## src/rtl/alu8_pkg.sv

```systemverilog
package alu8_pkg;

  localparam int OP_W = 5;
  localparam int NF   = 5;

  // flag vector bit positions
  localparam int FV = 4;
  localparam int FH = 3;
  localparam int FN = 2;
  localparam int FZ = 1;
  localparam int FC = 0;

  localparam logic [NF-1:0] MASK_ALL  = 5'b11111;
  localparam logic [NF-1:0] MASK_VNZC = 5'b10111;
  localparam logic [NF-1:0] MASK_VNZ  = 5'b10110;

  typedef enum logic [OP_W-1:0] {
    OP_ADD  = 5'd0,
    OP_ADC  = 5'd1,
    OP_SUB  = 5'd2,
    OP_SBC  = 5'd3,
    OP_CMP  = 5'd4,
    OP_AND  = 5'd5,
    OP_ORA  = 5'd6,
    OP_EOR  = 5'd7,
    OP_BIT  = 5'd8,
    OP_PASS = 5'd9,
    OP_ASR  = 5'd10,
    OP_LSR  = 5'd11,
    OP_LSL  = 5'd12,
    OP_ROL  = 5'd13,
    OP_ROR  = 5'd14,
    OP_INC  = 5'd15,
    OP_DEC  = 5'd16,
    OP_NEG  = 5'd17,
    OP_COM  = 5'd18,
    OP_CLR  = 5'd19
  } alu_op_e;

endpackage

```

## src/rtl/alu8_addsub.sv

```systemverilog
module alu8_addsub
  import alu8_pkg::*;
#(
  parameter int W = 8
) (
  input  logic [OP_W-1:0] op,
  input  logic [W-1:0]    a,
  input  logic [W-1:0]    b,
  input  logic            cin,
  output logic            hit,
  output logic [W-1:0]    res,
  output logic [NF-1:0]   flg,
  output logic [NF-1:0]   we,
  output logic            wb
);

  localparam int HB = W / 2;
  localparam logic [W-1:0] ONE      = {{(W-1){1'b0}}, 1'b1};
  localparam logic [W-1:0] SIGN_MIN = {1'b1, {(W-1){1'b0}}};
  localparam logic [W-1:0] SIGN_MAX = {1'b0, {(W-1){1'b1}}};

  logic         sub_mode;
  logic         use_cin;
  logic [W:0]   ax, bx, cx, sum, th, tv;
  logic [W-1:0] inc_r, dec_r, neg_r;

  always_comb begin
    sub_mode = (op == OP_SUB) || (op == OP_SBC) || (op == OP_CMP);
    use_cin  = (op == OP_ADC) || (op == OP_SBC);
  end

  assign ax  = {1'b0, a};
  assign bx  = {1'b0, b};
  assign cx  = {{W{1'b0}}, use_cin & cin};
  assign sum = sub_mode ? (ax - bx - cx) : (ax + bx + cx);
  assign th  = ax ^ bx ^ sum;
  assign tv  = th ^ (sum >> 1);

  assign inc_r = a + ONE;
  assign dec_r = a - ONE;
  assign neg_r = {W{1'b0}} - a;

  always_comb begin
    hit = 1'b1;
    res = '0;
    flg = '0;
    we  = '0;
    wb  = 1'b1;
    case (op)
      OP_ADD, OP_ADC, OP_SUB, OP_SBC, OP_CMP: begin
        res     = sum[W-1:0];
        flg[FV] = tv[W-1];
        flg[FC] = sum[W];
        flg[FH] = th[HB];
        we      = sub_mode ? MASK_VNZC : MASK_ALL;
        wb      = (op != OP_CMP);
      end
      OP_INC: begin
        res     = inc_r;
        flg[FV] = (inc_r == SIGN_MIN);
        we      = MASK_VNZ;
      end
      OP_DEC: begin
        res     = dec_r;
        flg[FV] = (dec_r == SIGN_MAX);
        we      = MASK_VNZ;
      end
      OP_NEG: begin
        res     = neg_r;
        flg[FV] = (a == SIGN_MIN);
        flg[FC] = (a != '0);
        we      = MASK_VNZC;
      end
      default: begin
        hit = 1'b0;
        wb  = 1'b0;
      end
    endcase
    flg[FN] = res[W-1];
    flg[FZ] = (res == '0);
  end

endmodule

```

## src/rtl/alu8_logic.sv

```systemverilog
module alu8_logic
  import alu8_pkg::*;
#(
  parameter int W = 8
) (
  input  logic [OP_W-1:0] op,
  input  logic [W-1:0]    a,
  input  logic [W-1:0]    b,
  output logic            hit,
  output logic [W-1:0]    res,
  output logic [NF-1:0]   flg,
  output logic [NF-1:0]   we,
  output logic            wb
);

  always_comb begin
    hit = 1'b1;
    res = '0;
    flg = '0;
    we  = MASK_VNZ;
    wb  = 1'b1;
    case (op)
      OP_AND:  res = a & b;
      OP_ORA:  res = a | b;
      OP_EOR:  res = a ^ b;
      OP_BIT: begin
        res = a & b;
        wb  = 1'b0;
      end
      OP_PASS: res = b;
      OP_COM: begin
        res     = ~a;
        flg[FC] = 1'b1;
        we      = MASK_VNZC;
      end
      OP_CLR:  res = '0;
      default: begin
        hit = 1'b0;
        we  = '0;
        wb  = 1'b0;
      end
    endcase
    flg[FN] = res[W-1];
    flg[FZ] = (res == '0);
    if (op == OP_CLR) begin
      flg[FN] = 1'b0;
      flg[FZ] = 1'b1;
    end
  end

endmodule

```

## src/rtl/alu8_shift.sv

```systemverilog
module alu8_shift
  import alu8_pkg::*;
#(
  parameter int W = 8
) (
  input  logic [OP_W-1:0] op,
  input  logic [W-1:0]    a,
  input  logic            cin,
  output logic            hit,
  output logic [W-1:0]    res,
  output logic [NF-1:0]   flg,
  output logic [NF-1:0]   we,
  output logic            wb
);

  logic right_dir;
  logic fill_bit;
  logic out_bit;

  always_comb begin
    right_dir = (op == OP_ASR) || (op == OP_LSR) || (op == OP_ROR);
    case (op)
      OP_ASR:  fill_bit = a[W-1];
      OP_ROL,
      OP_ROR:  fill_bit = cin;
      default: fill_bit = 1'b0;
    endcase
    out_bit = right_dir ? a[0] : a[W-1];
  end

  always_comb begin
    hit = 1'b1;
    wb  = 1'b1;
    we  = MASK_VNZC;
    flg = '0;
    case (op)
      OP_ASR, OP_LSR, OP_LSL, OP_ROL, OP_ROR: ;
      default: begin
        hit = 1'b0;
        wb  = 1'b0;
        we  = '0;
      end
    endcase
    res     = right_dir ? {fill_bit, a[W-1:1]} : {a[W-2:0], fill_bit};
    flg[FC] = out_bit;
    flg[FN] = res[W-1];
    flg[FZ] = (res == '0);
    flg[FV] = out_bit ^ res[W-1];
  end

endmodule

```

## src/rtl/alu8_core.sv

```systemverilog
module alu8_core
  import alu8_pkg::*;
#(
  parameter int W = 8
) (
  input  logic            clk,
  input  logic            rst,
  input  logic [OP_W-1:0] op_i,
  input  logic [W-1:0]    a_i,
  input  logic [W-1:0]    b_i,
  input  logic [NF-1:0]   flags_i,
  output logic [W-1:0]    result_o,
  output logic [NF-1:0]   flags_o,
  output logic [NF-1:0]   flag_we_o,
  output logic            wb_o
);

  logic            as_hit, lg_hit, sh_hit;
  logic [W-1:0]    as_res, lg_res, sh_res;
  logic [NF-1:0]   as_flg, lg_flg, sh_flg;
  logic [NF-1:0]   as_we,  lg_we,  sh_we;
  logic            as_wb,  lg_wb,  sh_wb;

  logic [W-1:0]    sel_res;
  logic [NF-1:0]   sel_flg, sel_we, merged;
  logic            sel_wb;

  alu8_addsub #(.W(W)) i_addsub (
    .op(op_i), .a(a_i), .b(b_i), .cin(flags_i[FC]),
    .hit(as_hit), .res(as_res), .flg(as_flg), .we(as_we), .wb(as_wb)
  );

  alu8_logic #(.W(W)) i_logic (
    .op(op_i), .a(a_i), .b(b_i),
    .hit(lg_hit), .res(lg_res), .flg(lg_flg), .we(lg_we), .wb(lg_wb)
  );

  alu8_shift #(.W(W)) i_shift (
    .op(op_i), .a(a_i), .cin(flags_i[FC]),
    .hit(sh_hit), .res(sh_res), .flg(sh_flg), .we(sh_we), .wb(sh_wb)
  );

  always_comb begin
    if (as_hit) begin
      sel_res = as_res; sel_flg = as_flg; sel_we = as_we; sel_wb = as_wb;
    end else if (lg_hit) begin
      sel_res = lg_res; sel_flg = lg_flg; sel_we = lg_we; sel_wb = lg_wb;
    end else if (sh_hit) begin
      sel_res = sh_res; sel_flg = sh_flg; sel_we = sh_we; sel_wb = sh_wb;
    end else begin
      sel_res = '0;     sel_flg = '0;     sel_we = '0;    sel_wb = 1'b0;
    end
  end

  for (genvar g = 0; g < NF; g++) begin : g_merge
    assign merged[g] = sel_we[g] ? sel_flg[g] : flags_i[g];
  end

  always_ff @(posedge clk) begin
    if (rst) begin
      result_o  <= '0;
      flags_o   <= '0;
      flag_we_o <= '0;
      wb_o      <= 1'b0;
    end else begin
      result_o  <= sel_res;
      flags_o   <= merged;
      flag_we_o <= sel_we;
      wb_o      <= sel_wb;
    end
  end

endmodule

```

## config.mk

```make
export PLATFORM = sky130hd
export DESIGN_NAME = alu8_core
export DESIGN_NICKNAME = d
export VERILOG_FILES = /design/src/rtl/alu8_pkg.sv /design/src/rtl/alu8_addsub.sv /design/src/rtl/alu8_logic.sv /design/src/rtl/alu8_shift.sv /design/src/rtl/alu8_core.sv
export SDC_FILE = /design/constraint.sdc
export NUM_CORES = 1
export LEC_CHECK = 0
export ABC_AREA = 0
export BUFFER_PORTS_ARGS = -buffer_cell sky130_fd_sc_hd__buf_2
export CORE_MARGIN = 2
export CORE_UTILIZATION = 59
export DETAILED_ROUTE_END_ITERATION = 6
export MAX_ROUTING_LAYER = met4
export PLACE_DENSITY_LB_ADDON = 0.3
export SLEW_MARGIN = 10
export SYNTH_ARGS = -nofsm -noshare
export SYNTH_HDL_FRONTEND = slang
export SYNTH_HIERARCHICAL = 1
export SYNTH_SLANG_ARGS = --single-unit
```

## constraint.sdc

```tcl
create_clock -name clk -period 5.85 [get_ports clk]
set_clock_uncertainty 0.05 [all_clocks]
set_input_delay 1.755 -clock clk [delete_from_list [all_inputs] [get_ports clk]]
set_output_delay 1.755 -clock clk [all_outputs]
set_load 0.02 [all_outputs]
```

==> flow_summary.yaml, run 1 <==
layout:
  fin_nets: 608
  drive_gt1_share_pct: 17.32
  fill_cells: 580
  antenna_cells: 0
  area_growth_pct: 5.439
  fin_area_um2: 4099
  final_util_pct: 64.55
synth:
  synth_top_cell_area_share_pct: 12.23
  synth_cells: 512
  syn_area_um2: 3887
  ys.flop_type: "dfxtp_1"
  synth_cell_types: 78
  ys_top_cells_by_area: "ha_1, dfxtp_1, inv_1"
  async_reset_ff_share_pct: 0
  synth_seq_area_share_pct: 9.784
  synth_edf_count: 0
  synth_seq_cells: 19
  ys.warnings.count: 6
  synth_top_area_cell: "ha_1"
  avgSynthCellArea_um2: 7.593
critical_path:
  critPathCaptureType: "register"
  crit_required_ns: 5.99
  worstSetupPathType: "input port to register"
  critPathArrivalTime_ns: 5.71
  start_kind: "input port"
  cp_max_fo: 2
route:
  wl_um: 10770
  wl_per_cell_um: 17.55
  detail-route-antenna-nets: 0
  drt-pass1-iter-count: 5
  route.detailed.drc: 0
  drt-initial-drc-count: 357
  via_count: 3909
  via_per_inst: 6.366
die:
  row_count: 29
  core_um2: 6350
  dieArea_um2: 7254
  initial_core_util_pct: 61.22
  die_y_um: 85.17
  die_w_um: 85.17
  io_pins: 47
pwr:
  ir_drop_mv: 0.1740
  power_density_nw_per_um2: 134.1
  p_leak_nw: 1.805
grt:
  track_usage_pct: 30.26
  grt_pass1_vias: 3494
  grt_pass1_wl_um: 17280
  grt_overflow_total: 0
  grt_max_degree: 39
  grt_antenna_before_repair: 0
timing:
  whs_ns: 1.707
  min_period_over_period_pct: 95.32
  slew_viol_final: 0
  rsz0062_at_grt: "false"
  setup_slack_ns: 0.2738
  max-slew-margin-rel_pct: 38.00
  tightest_slew_ns: 0.9275
  period_needed_ns: 5.576
  max_freq_mhz: 179.3
  final-setup-viol-count: 0
  hold_viol_final: 0
placement:
  gp_congestion: 0.9589
  placed_cell_area_um2: 4046
  place_ws_ns: -0.07936
  portBuffers: 46
  place_hpwl_um: 8282
clocking:
  root_buffer: "clkbuf_8"
  clk_pin_slew_ns: 0.06
  h-tree-depth: 1
  postCtsSetupRepairBufs: 0
  cts_tree: "built"
  cts_made_buffers: 3
  clock_sinks: 19
  clockBufferDepth: 2
worst_hold_path:
  hold_path_class: "input port to register"
run_status:
  status: "completed"
job:
  drv_cap: 0
kinds of logic (layout without fill, tap and decap cells):
group | count (synthesis) | after routing | synth area share, %
adder cells (fa/ha/maj) | 42 | 42 | 14.29
buffers and inverters | 98 | 120 | 12.71
multiplexers | 18 | 18 | 4.892
XOR/XNOR | 25 | 25 | 5.632
AND/OR/NAND/NOR | 181 | 181 | 27.65
other | 2 | 5 | 0.1932
AO/OA/AOI/OAI | 127 | 127 | 24.85
flip-flops | 19 | 19 | 9.784
final timing paths:
kind / to / cells past startpoint / from / slack [ns]
max: flags_o[1] / 16 / op_i[3] / 0.27
min: flags_o[2] / 3 / flags_i[2] / 1.71
registers in the layout, summed over array words and instances, names as in the netlist:
signal,flops
result_o,8
flag_we_o,5
flags_o,5
wb_o,1
power breakdown:
group          switching, mW  internal, mW
combinational          0.192         0.129
sequential           0.00182         0.139
clock                 0.0393        0.0473
total                  0.234         0.316
layout by cell type, fill, tap and decap left out, types with 14 or more instances in the layout:
cell / netlist / layout
xnor2_1: 18 / 18
nor3_1: 15 / 15
inv_1: 55 / 55
nand3_1: 18 / 18
nor2b_1: 18 / 18
nor2_1: 28 / 28
nand3b_1: 14 / 14
buf_2: 8 / 46
ha_1: 38 / 38
dfxtp_1: 19 / 19
buf_4: 21 / 14
a21oi_1: 22 / 22
nand2b_1: 15 / 15
nand2_1: 25 / 25
cell usage after synthesis, types with 7 or more instances:
cell and count:
mux2i_1 10, ha_1 38, buf_2 8, mux2_2 8, buf_4 21, nand3_1 18
nor2_1 28, xor2_1 7, nor2b_1 18, inv_1 55, dfxtp_1 19, nand2_1 25
clkbuf_1 8, nand2b_1 15, nand3b_1 14, a221oi_1 12, a21oi_1 22, o21ai_0 13
nor3_1 15, xnor2_1 18, o22ai_1 10
through the flow:
stage,power (mW),cells,TNS [ns]
detailed placement,0.4576,610,-0.07936
finish,0.5496,614,0
global placement,0.4527,610,-0.002898
CTS,0.5446,614,0
global route,0.5866,614,0
floorplan,0.3794,515,0
worst max-delay path: stages:
cell	delay (ns)
buf_2	0.10
or2_2	0.29
or3_1	0.43
fa_1	0.44
fa_1	0.39
nand2b_1	0.20
a2111oi_2	0.37
buf_4	0.17
nor2_1	0.04
xnor2_1	0.13
o211ai_1	0.13
or4_1	0.52
nor4b_2	0.22
inv_1	0.06
a221o_1	0.35
mux2i_1	0.12
layout make-up:
class,instances,area [um^2],share of cell area (%)
clock inverter,1,5.005,0.1221
tap,77,96.34,2.350
sequential,19,380.4,9.280
multi-input combinational,398,3030,73.93
clock buffer,3,41.29,1.007
inverter,56,210.2,5.128
timing repair buffer,60,335.3,8.181
timing repair:
action,4_1_cts,5_1_grt
resized for setup,0,2
endpoints found under the setup margin,0,1
hold buffers,0,0
metal layers:
layer	track usage, %	vias to the layer above	part of all wire (%)	wire length [um]
met5	-	-	0	0
met4	8.514	0	2.5	271
met3	2.724	21	8.1	872
met2	49.43	192	46	4976
met1	39.94	1803	43	4653
li1	-	1893	-	-
(Power assumes the default switching activity.)
==> run 2, diff against run 1 <==
--- a/config.mk
+++ b/config.mk
@@ -9,6 +9,7 @@
 export BUFFER_PORTS_ARGS = -buffer_cell sky130_fd_sc_hd__buf_2
 export CORE_MARGIN = 2
-export CORE_UTILIZATION = 59
+export CORE_UTILIZATION = 55
 export DETAILED_ROUTE_END_ITERATION = 6
+export GPL_ROUTABILITY_DRIVEN = 1
 export MAX_ROUTING_LAYER = met4
 export PLACE_DENSITY_LB_ADDON = 0.3
==> constraint.sdc (replaced) <==
create_clock -name clk -period 4.77 [get_ports clk]
set_clock_uncertainty 0.05 [all_clocks]
set_input_delay 0.2385 -clock clk [delete_from_list [all_inputs] [get_ports clk]]
set_output_delay 0.2385 -clock clk [all_outputs]
set_load 0.02 [all_outputs]
==> flow_summary.yaml, run 2 (same netlist as run 1, synthesis figures left out) <==
timing:
  max-slew-margin-rel_pct: 33.76
  finalSetupTns_ns: 0
  rsz0062_at_grt: "false"
  setup_slack_ns: 0.4262
  tightest_slew_ns: 0.9911
  whs_ns: 0.1790
  slew_viol_final: 0
  max_freq_mhz: 230.2
  hold_viol_final: 0
  min_period_over_period_pct: 91.06
  period_needed_ns: 4.344
  final-setup-viol-count: 0
critical_path:
  cp_num_cells: 16
  slowest_stage: "or4_1"
  cpPeakStageDelay_ns: 0.52
  cpMostUsedCell: "fa_1"
  critical_path.cell_chain: "buf_2 > or2_2 > or3_1 > fa_1 > fa_1 > nand2b_1 > a2111oi_0 > buf_4 > nor2_1 > xnor2_1 > o211ai_1 > or4_1 > nor4b_2 > inv_1 > a221o_1 > mux2i_1"
  critical_path.endpoint: "flags_o[1]"
  cp_max_fo: 16
  critical-path-top-delay-family: "simple AND/OR/NAND/NOR gates"
  critPathCaptureType: "register"
  crit_start: "op_i[4]"
  critPathArrivalTime_ns: 4.49
  worstSetupPathType: "input port to register"
  crit_required_ns: 4.92
  start_kind: "input port"
  critPathBufInv: 3
clocking:
  cts_tree: "built"
  postCtsSetupRepairBufs: 0
  clockBufferDepth: 2
  ctsHoldBuffers: 0
  root_buffer: "clkbuf_8"
  h-tree-depth: 1
  clock_sinks: 19
  clk_pin_slew_ns: 0.07
  cts_made_buffers: 3
  cts-resized-gates: 0
pwr:
  ir_drop_mv: 0.08167
  total_power_mw: 0.6716
  p_leak_nw: 1.765
  power_density_nw_per_um2: 165.6
die:
  core_um2: 6832
  initial_core_util_pct: 56.90
  die_y_um: 88.07
  row_count: 30
  die_w_um: 88.07
  dieArea_um2: 7756
  io_pins: 47
grt:
  grt_antenna_before_repair: 0
  grt_pass1_wl_um: 17730
  grt_overflow_total: 0
  grt_pass1_vias: 3680
  track_usage_pct: 29.65
  grt_max_degree: 39
route:
  drt-pass1-iter-count: 5
  wl_um: 10840
  via_count: 3911
  drt-initial-drc-count: 331
  wl_per_cell_um: 17.34
  detail-route-antenna-nets: 0
  via_per_inst: 6.258
  route.detailed.drc: 0
placement:
  portBuffers: 46
  placed_cell_area_um2: 4010
  place_ws_ns: 0.1778
  dp.cells: 621
  gp_congestion: 0.9938
  place_hpwl_um: 8190
layout:
  antenna_cells: 0
  largest_reg_flops: 8
  drive_gt1_share_pct: 15.88
  fin_nets: 600
  largestRegisters: "result_o x8, flag_we_o x5, flags_o x5"
  fin_area_um2: 4056
  layout_common_cells: "inv_1, buf_2, ha_1"
  area_growth_pct: 4.345
  top_register: "result_o"
  layout_commonest_cell: "inv_1"
  final_cells: 625
  final_util_pct: 59.38
run_status:
  status: "completed"
worst_hold_path:
  hold_path_class: "input port to register"
job:
  drv_cap: 0
run 2: layer usage:
layer	track usage, %	share of wire (%)	vias up
met3	4.524	7.0	46
met5	-	0	-
met4	13.64	4.0	0
met2	46.63	45	173
li1	-	-	1882
met1	37.33	43	1810
run 2: where the power goes:
part           leakage [nW]  internal, mW  switching (mW)
Combinational          1.58         0.153           0.234
Clock                0.0255        0.0581          0.0531
Sequential            0.156         0.171         0.00254
run 2: worst min-delay path, stage by stage:
cell and delay [ns]:
buf_2 0.09, nand2b_1 0.05, mux2i_1 0.06
run 2: worst min-delay path by stage:
stage                           from          to  slack (ns)  cells past startpoint
after floorplan           flags_i[0]  flags_o[0]        0.34                      2
after global placement    flags_i[3]  flags_o[3]        0.45                      3
after detailed placement  flags_i[2]  flags_o[2]        0.46                      3
after CTS                 flags_i[2]  flags_o[2]        0.18                      3
after global routing      flags_i[1]  flags_o[1]        0.20                      3
final                     flags_i[2]  flags_o[2]        0.18                      3
run 2: final cells by class:
type | instances | area (um^2)
multi-input cells | 398 | 3024
fillers | 672 | 2775
flip-flops and latches | 19 | 380.4
repair buffers | 52 | 275.3
inverters | 56 | 210.2
well taps | 96 | 120.1
clock buffers | 3 | 41.29
clock inverters | 1 | 5.005
==> run 3, diff against run 2 <==
- clock period: 4.77 -> 3.9 ns (I/O delays scaled with it)
==> flow_summary.yaml, run 3 (same netlist as run 1, synthesis figures left out) <==
run_status:
  status: "completed"
placement:
  place_hpwl_um: 8693
  dp.cells: 644
  placed_cell_area_um2: 4189
  gp_congestion: 0.9491
  portBuffers: 46
worst_hold_path:
  hold_path_class: "input port to register"
  worstHoldStart: "flags_i[2]"
  whs_path_depth: 3
  whs_endpoint: "flags_o[2]"
layout:
  largest_reg_flops: 8
  fin_area_um2: 4297
  drive_gt1_share_pct: 21.16
  largestRegisters: "result_o x8, flag_we_o x5, flags_o x5"
  layout_commonest_cell: "inv_1"
  top_register: "result_o"
  fin_nets: 624
  final_util_pct: 62.89
  area_growth_pct: 10.52
  fill_cells: 641
  layout_common_cells: "inv_1, buf_2, ha_1"
  antenna_cells: 0
  final_cells: 649
die:
  die_w_um: 88.07
  io_pins: 47
  core_um2: 6832
  die_y_um: 88.07
  dieArea_um2: 7756
  initial_core_util_pct: 56.90
  row_count: 30
job:
  drv_cap: 0
route:
  via_per_inst: 6.210
  drt-initial-drc-count: 380
  route.detailed.drc: 0
  via_count: 4030
  detail-route-antenna-nets: 0
  drt-pass1-iter-count: 7
  wl_per_cell_um: 17.60
  wl_um: 11420
critical_path:
  critPathCaptureType: "register"
  slowest_stage: "or4_4"
  crit_required_ns: 4.04
  critPathArrivalTime_ns: 3.84
  cp_max_fo: 2
  start_kind: "input port"
  cpPeakStageDelay_ns: 0.55
  worstSetupPathType: "input port to register"
  cpMostUsedCell: "buf_4"
  critical-path-top-delay-family: "simple AND/OR/NAND/NOR gates"
  critical_path.cell_chain: "buf_2 > or2_2 > or3_4 > fa_2 > buf_4 > ha_1 > nand2_1 > nand3b_1 > buf_4 > xor2_1 > a21oi_2 > nand3_2 > or4_4 > nor4b_4 > inv_1 > a221o_1 > mux2i_1"
  critPathBufInv: 4
clocking:
  clockBufferDepth: 2
  root_buffer: "clkbuf_8"
  cts_tree: "built"
  clk_pin_slew_ns: 0.07
  h-tree-depth: 1
  clock_sinks: 19
  cts_made_buffers: 3
timing:
  min_period_over_period_pct: 95.04
  max_freq_mhz: 269.8
  max-slew-margin-rel_pct: 44.83
  hold_viol_final: 0
  period_needed_ns: 3.707
  whs_ns: 0.1482
  rsz0062_at_grt: "false"
  final-setup-viol-count: 0
  tightest_slew_ns: 0.8275
  slew_viol_final: 0
grt:
  gr-usage-met2_pct: 49.72
  grt_overflow_total: 0
  grt_max_degree: 39
  busiest_layer: "met2"
  use_met1_pct: 41.23
  grt_pass1_wl_um: 18620
  grt_pass1_vias: 3731
  grt.met3_usage_pct: 1.697
  track_usage_pct: 31.11
  grt_antenna_before_repair: 0
pwr:
  ir_drop_mv: 0.1005
  p_leak_nw: 1.900
  power_density_nw_per_um2: 201.0
-- run 3: per-stage QoR --
step | worst slack, ns | power, mW | TNS, ns
after floorplan | 0.04777 | 0.5715 | 0
after global placement | -0.2232 | 0.6992 | -0.3808
after detailed placement | -0.3426 | 0.7096 | -0.6900
after CTS | 0.02400 | 0.8484 | 0
after global routing | 0.02067 | 0.9311 | 0
final | 0.1933 | 0.8635 | 0
-- run 3: timing repair --
item	in CTS	in global routing
resized for setup	3	8
buffers inserted	0	1
pin swaps	0	8
hold buffers	0	0
endpoints found under the setup margin	2	2
-- run 3: power breakdown --
group	internal, mW	switching, mW	total [mW]
Clock	0.0709	0.0624	0.133
Sequential	0.209	0.00276	0.212
Combinational	0.218	0.301	0.519
-- run 3: cell type report --
class	count	area (um^2)	area share, %
Multi-Input combinational cell	398	3084	71.78
Timing Repair Buffer	76	455.4	10.60
Sequential cell	19	380.4	8.853
Inverter	56	210.2	4.892
Tap cell	96	120.1	2.796
Clock buffer	3	41.29	0.9610
Clock inverter	1	5.005	0.1165
-- run 3: worst min-delay path: stages --
cell and delay, ns:
buf_2 0.10, nand2b_1 0.05, mux2i_1 0.06
-- run 3: worst max path at each step --
stage	from	to	slack, ns	cells past startpoint
after floorplan	op_i[3]	flags_o[1]	0.05	14
after global placement	op_i[3]	flags_o[1]	-0.22	15
after detailed placement	op_i[3]	flags_o[1]	-0.34	15
after CTS	op_i[3]	flags_o[1]	0.02	15
after global routing	op_i[3]	flags_o[1]	0.02	17
final	op_i[3]	flags_o[1]	0.19	17
-- run 3: per-layer routing --
metal	vias up	share of wire (%)
li1	1926	-
met4	0	3.9
met1	1833	43
met5	-	0
met2	218	45
met3	53	7.6
